**src/rtl/canmode_pkg.sv**
```systemverilog
package canmode_pkg;

    typedef enum logic [2:0] {
        ST_SLEEP,
        ST_NORMAL,
        ST_SLEEP_WAIT,
        ST_FROZEN,
        ST_MRESET
    } ctl_state_t;

    typedef enum logic [1:0] {
        MODE_NORMAL = 2'b00,
        MODE_SLEEP  = 2'b01,
        MODE_FROZEN = 2'b10,
        MODE_RESET  = 2'b11
    } mode_code_t;

    localparam int BIT_SLEEP = 0;
    localparam int BIT_AWAKE = 1;
    localparam int BIT_DFRZ  = 2;
    localparam int BIT_MRST  = 3;
    localparam int USED_BITS = 4;

endpackage

```
**src/rtl/canmode_rx_sync.sv**
```systemverilog
module canmode_rx_sync #(
    parameter int STAGES = 2
) (
    input  logic clk,
    input  logic rst_n,
    input  logic rx_line,
    output logic wake_edge
);
    // chain[STAGES-1] is the synchronized line, chain[STAGES] its delayed copy
    logic [STAGES:0] chain;

    genvar gi;
    generate
        for (gi = 0; gi <= STAGES; gi++) begin : g_stage
            if (gi == 0) begin : g_first
                always_ff @(posedge clk or negedge rst_n) begin
                    if (!rst_n) chain[gi] <= 1'b1;
                    else        chain[gi] <= rx_line;
                end
            end else begin : g_next
                always_ff @(posedge clk or negedge rst_n) begin
                    if (!rst_n) chain[gi] <= 1'b1;
                    else        chain[gi] <= chain[gi-1];
                end
            end
        end
    endgenerate

    // recessive (1) to dominant (0) transition
    assign wake_edge = chain[STAGES] & ~chain[STAGES-1];

endmodule

```
**src/rtl/canmode_cfg_regs.sv**
```systemverilog
module canmode_cfg_regs
    import canmode_pkg::*;
#(
    parameter int CFG_W = 8
) (
    input  logic             clk,
    input  logic             rst_n,
    input  logic             wr,
    input  logic [CFG_W-1:0] wdata,
    input  logic             hw_wake_clr,
    output logic             mrst_req,
    output logic             sleep_req,
    output logic             auto_wake,
    output logic             dfrz_en
);
    assign mrst_req = wr & wdata[BIT_MRST];

    always_ff @(posedge clk or negedge rst_n) begin
        if (!rst_n) begin
            sleep_req <= 1'b1;
            auto_wake <= 1'b0;
            dfrz_en   <= 1'b0;
        end else if (mrst_req) begin
            sleep_req <= 1'b1;
            auto_wake <= 1'b0;
            dfrz_en   <= 1'b0;
        end else begin
            if (wr) begin
                auto_wake <= wdata[BIT_AWAKE];
                dfrz_en   <= wdata[BIT_DFRZ];
            end
            if (hw_wake_clr)  sleep_req <= 1'b0;
            else if (wr)      sleep_req <= wdata[BIT_SLEEP];
        end
    end

endmodule

```
**src/rtl/canmode_fsm.sv**
```systemverilog
module canmode_fsm
    import canmode_pkg::*;
(
    input  logic       clk,
    input  logic       rst_n,
    input  logic       mrst_req,
    input  logic       sleep_req,
    input  logic       auto_wake,
    input  logic       dfrz_en,
    input  logic       dbg_halt,
    input  logic       frame_busy,
    input  logic       wake_edge,
    output logic       hw_wake_clr,
    output logic [1:0] mode,
    output logic       sleep_ack,
    output logic       eng_freeze,
    output logic       ctl_rst
);
    ctl_state_t state_q, state_d;
    logic       halt_frz;

    assign halt_frz = dfrz_en & dbg_halt;

    always_ff @(posedge clk or negedge rst_n) begin
        if (!rst_n) state_q <= ST_SLEEP;
        else        state_q <= state_d;
    end

    always_comb begin
        state_d = state_q;
        if (mrst_req) begin
            state_d = ST_MRESET;
        end else begin
            unique case (state_q)
                ST_MRESET:     state_d = ST_SLEEP;
                ST_SLEEP:      if (!sleep_req || (auto_wake && wake_edge)) state_d = ST_NORMAL;
                ST_NORMAL:     if (sleep_req)      state_d = ST_SLEEP_WAIT;
                               else if (halt_frz)  state_d = ST_FROZEN;
                ST_SLEEP_WAIT: if (!sleep_req)     state_d = ST_NORMAL;
                               else if (!frame_busy) state_d = ST_SLEEP;
                ST_FROZEN:     if (!halt_frz)      state_d = ST_NORMAL;
                default:       state_d = ST_SLEEP;
            endcase
        end
    end

    always_comb begin
        mode        = MODE_NORMAL;
        sleep_ack   = 1'b0;
        eng_freeze  = 1'b0;
        ctl_rst     = 1'b0;
        hw_wake_clr = 1'b0;
        unique case (state_q)
            ST_MRESET: begin
                mode    = MODE_RESET;
                ctl_rst = 1'b1;
            end
            ST_SLEEP: begin
                mode        = MODE_SLEEP;
                sleep_ack   = 1'b1;
                hw_wake_clr = auto_wake & wake_edge & ~mrst_req;
            end
            ST_FROZEN: begin
                mode       = MODE_FROZEN;
                eng_freeze = 1'b1;
            end
            ST_NORMAL, ST_SLEEP_WAIT: mode = MODE_NORMAL;
            default: mode = MODE_NORMAL;
        endcase
    end

endmodule

```
**src/rtl/canmode_ctrl.sv**
```systemverilog
module canmode_ctrl
    import canmode_pkg::*;
#(
    parameter int CFG_W       = 8,
    parameter int SYNC_STAGES = 2
) (
    input  logic             clk,
    input  logic             rst_n,
    input  logic             cfg_wr,
    input  logic [CFG_W-1:0] cfg_wdata,
    output logic [CFG_W-1:0] cfg_rdata,
    input  logic             dbg_halt,
    input  logic             frame_busy,
    input  logic             rx_line,
    input  logic             fifo_rel_req,
    output logic             fifo_rel_go,
    output logic [1:0]       mode,
    output logic             sleep_ack,
    output logic             eng_freeze,
    output logic             ctl_rst
);
    localparam int RSV_W = CFG_W - USED_BITS;

    logic wake_edge, hw_wake_clr, mrst_req;
    logic sleep_req, auto_wake, dfrz_en;

    canmode_rx_sync #(.STAGES(SYNC_STAGES)) u_sync (
        .clk       (clk),
        .rst_n     (rst_n),
        .rx_line   (rx_line),
        .wake_edge (wake_edge)
    );

    canmode_cfg_regs #(.CFG_W(CFG_W)) u_regs (
        .clk         (clk),
        .rst_n       (rst_n),
        .wr          (cfg_wr),
        .wdata       (cfg_wdata),
        .hw_wake_clr (hw_wake_clr),
        .mrst_req    (mrst_req),
        .sleep_req   (sleep_req),
        .auto_wake   (auto_wake),
        .dfrz_en     (dfrz_en)
    );

    canmode_fsm u_fsm (
        .clk         (clk),
        .rst_n       (rst_n),
        .mrst_req    (mrst_req),
        .sleep_req   (sleep_req),
        .auto_wake   (auto_wake),
        .dfrz_en     (dfrz_en),
        .dbg_halt    (dbg_halt),
        .frame_busy  (frame_busy),
        .wake_edge   (wake_edge),
        .hw_wake_clr (hw_wake_clr),
        .mode        (mode),
        .sleep_ack   (sleep_ack),
        .eng_freeze  (eng_freeze),
        .ctl_rst     (ctl_rst)
    );

    assign cfg_rdata[BIT_SLEEP] = sleep_req;
    assign cfg_rdata[BIT_AWAKE] = auto_wake;
    assign cfg_rdata[BIT_DFRZ]  = dfrz_en;
    assign cfg_rdata[BIT_MRST]  = ctl_rst;

    generate
        if (RSV_W > 0) begin : g_rsv
            assign cfg_rdata[CFG_W-1:USED_BITS] = '0;
        end
    endgenerate

    // FIFO access stays open while frozen; only the reset cycle blocks it
    assign fifo_rel_go = fifo_rel_req & ~ctl_rst;

endmodule

```
**config.mk**
```make
export PLATFORM = sky130hd
export DESIGN_NAME = canmode_ctrl
export DESIGN_NICKNAME = d
export VERILOG_FILES = /design/src/rtl/canmode_pkg.sv /design/src/rtl/canmode_rx_sync.sv /design/src/rtl/canmode_cfg_regs.sv /design/src/rtl/canmode_fsm.sv /design/src/rtl/canmode_ctrl.sv
export SDC_FILE = /design/constraint.sdc
export NUM_CORES = 1
export LEC_CHECK = 0
export BUFFER_PORTS_ARGS = -buffer_cell sky130_fd_sc_hd__buf_2
export CAP_MARGIN = 0
export CORE_AREA = 2 2 39 41
export CTS_CLUSTER_SIZE = 14
export DETAILED_ROUTE_END_ITERATION = 10
export DIE_AREA = 0 0 41 43
export GPL_ROUTABILITY_DRIVEN = 0
export PLACE_DENSITY = 0.78
export REMOVE_ABC_BUFFERS = 1
export SETUP_SLACK_MARGIN = 0.05
export SLEW_MARGIN = 20
export SYNTH_ARGS = -nofsm -noshare
export SYNTH_HDL_FRONTEND = slang
export SYNTH_SLANG_ARGS = --single-unit
```
**constraint.sdc**
```tcl
create_clock -name clk -period 2.4 [get_ports clk]
set_input_delay 0.24 -clock clk [delete_from_list [all_inputs] [get_ports clk]]
set_output_delay 0.24 -clock clk [all_outputs]
set_load 0.02 [all_outputs]
```
==> results.ini <==
[worst_setup_path]
cp-startpoint=u_fsm.state_q[1]
critPathLaunchType=flop
path_class=flop to primary output
ff2ff_setup_slack_ns=0.93
critPathCaptureType=primary output
cp.arrival_ns=1.48
cp.required_ns=2.16
reg2regPathDepth=4
r2r-start=u_regs.sleep_req
crit_path_max_fanout=10
r2r-end=u_fsm.state_q[1]
crit_end=mode[1]

[clock_network]
postCtsSetupBuffers=0
cts_max_level=1
clock_sinks=9
cts_max_path_buffers=2
cts_made_buffers=3
hold_buffers=1
root_buffer=clkbuf_4
clk_latency_ns=0.25
path_clk_slew_ns=0.06
cts_tree=yes
cts_resized=0

[die]
die_x_um=41
num_rows=14
dieArea_sq_um=1763
ios=29
core_sq_um=1384
die_h_um=43
start_util_pct=36.44

[sta]
finalCritPeriodShare_pct=71.73
rsz0062_at_grt=no
drv_slew=0
setup_ws_ns=0.6785
fin_skew_ns=0.004307
finalSetupTns_ns=0
fmax_ghz=0.5809
hold_violations=0
setup_violations=0
period_needed_ns=1.721
whs_ns=0.08334

[global_routing]
grtUsageTotal_pct=11.61
antenna_found_initial=0
grt_start_max_net_pins=11
grt_remaining_overflow=0
grt_pass1_vias=332
grt_pass1_wl_um=1359

[layout]
drive_above_1_share_pct=43.48
fillCellCount=149
fin_area_sq_um=600.6
syn2layout_area_growth_pct=19.11
diodes=0
nNetsFinal=85

[yosys]
synthTopCellsByArea=dfrtp_1 25%, dfstp_2 21%, buf_4 12%
syn_area_per_cell_sq_um=10.08
synth_edf_count=0
synth-async-reset-ratio_pct=100.0
synth-seq-cells=9
yosys.area.top_type=dfrtp_1
ys.flop_type=dfrtp_1
ys_types=25
ys_seq_area_share_pct=45.66
synthCells=50
ys_warn_count=0
synth_area_sq_um=504.2
netlist.area_leader.share_pct=24.81

[placed_design]
place_area_sq_um=564.3
hpwl_um=659.5
dp_slack_ns=0.9408
port_buffers=20

[drt]
drt-pass1-iter-count=5
drt-wirelength-per-cell_um=9.953
wl_met1_um=368
wl_um=846
drtIter0Drc=11
drc=0
detail-route-antenna-nets=0
viasPerCell=4.776
wl_met3_um=80
vias=406
dr_wl_met2_um=388
routed.top_layer=met4

[power_and_ir_drop]
total_power_uw=574.5
leakage_uw=0.0003025
irDropWorstVdd_uv=335.9
pwr_density_cell_nw_per_um2=956.5

[outcome]
status=finished, final reports clean

[min_path]
holdCritPathClass=primary input to flop
hold_depth=1

[run]
drv_cap=0

[stage by stage]
stage,instances,util (%)
3_3_place_gp,80,40.78
6_report,85,43.40
5_1_grt,85,43.40
2_1_floorplan,44,-
3_5_place_dp,80,40.78
4_1_cts,85,43.40
[state kept, by name (all words and copies together), names as in the netlist]
register	count
u_fsm.state_q	3
u_sync.chain	3
u_regs.auto_wake	1
u_regs.dfrz_en	1
u_regs.sleep_req	1
[synth_stat cells (all sizes together) (2+ instances only)]
cell type,instances
buf,9
dfrtp,5
dfstp,4
inv,4
mux2i,2
nand2,4
nor2,2
nor2b,2
o21ai,3
[layout make-up]
cell class | instances | area [sq um] | area share (%)
flip-flops and latches | 9 | 230.2 | 38.33
clock buffers | 4 | 26.28 | 4.375
repair buffers | 21 | 110.1 | 18.33
well taps | 16 | 20.02 | 3.333
inverters | 4 | 15.01 | 2.500
multi-input cells | 31 | 198.9 | 33.13
[worst min-delay path by stage]
stage | start | end
6_report | rx_line | u_sync.chain[0]
5_1_grt | rx_line | u_sync.chain[0]
4_1_cts | rx_line | u_sync.chain[0]
3_5_place_dp | rst_n | u_regs.auto_wake
3_3_place_gp | rst_n | u_regs.auto_wake
2_1_floorplan | rst_n | u_fsm.state_q[0]
[critical path: stages (launching register included)]
cell and delay, ns:
dfrtp_1 0.51, nor2_1 0.09, and2_1 0.19, or2_2 0.27, buf_2 0.16
[where the power goes]
group	internal, uW	switching [uW]
Clock	63.8	49.0
Sequential	179	44.1
Combinational	102	137
Total	345	230
[kinds of logic (layout without fill, tap and decap cells)]
logic type	after synthesis	after routing	share of synthesized area (%)
mux	2	2	3.970
flops	9	9	45.66
compound gates	8	8	12.16
other cells	1	4	0.7437
xor+xnor	1	1	1.737
simple gates	16	16	18.61
buf+inv	13	29	17.12
[placed cells by master, fill, tap and decap left out, types with 2 or more instances in the layout]
cell type,count
buf_2,20
dfrtp_1,5
inv_1,4
nand2_1,4
conb_1,4
dfstp_2,4
o21ai_0,3
clkbuf_4,3
nor2_1,2
nor2b_1,2
mux2i_1,2
[metal layers]
metal | vias up | GRT usage (%)
met3 | 2 | 1.571
met1 | 187 | 15.49
met4 | 0 | 10.00
met5 | - | 0
li1 | 194 | -
met2 | 23 | 15.63
Power figures use the tool's default switching activity.
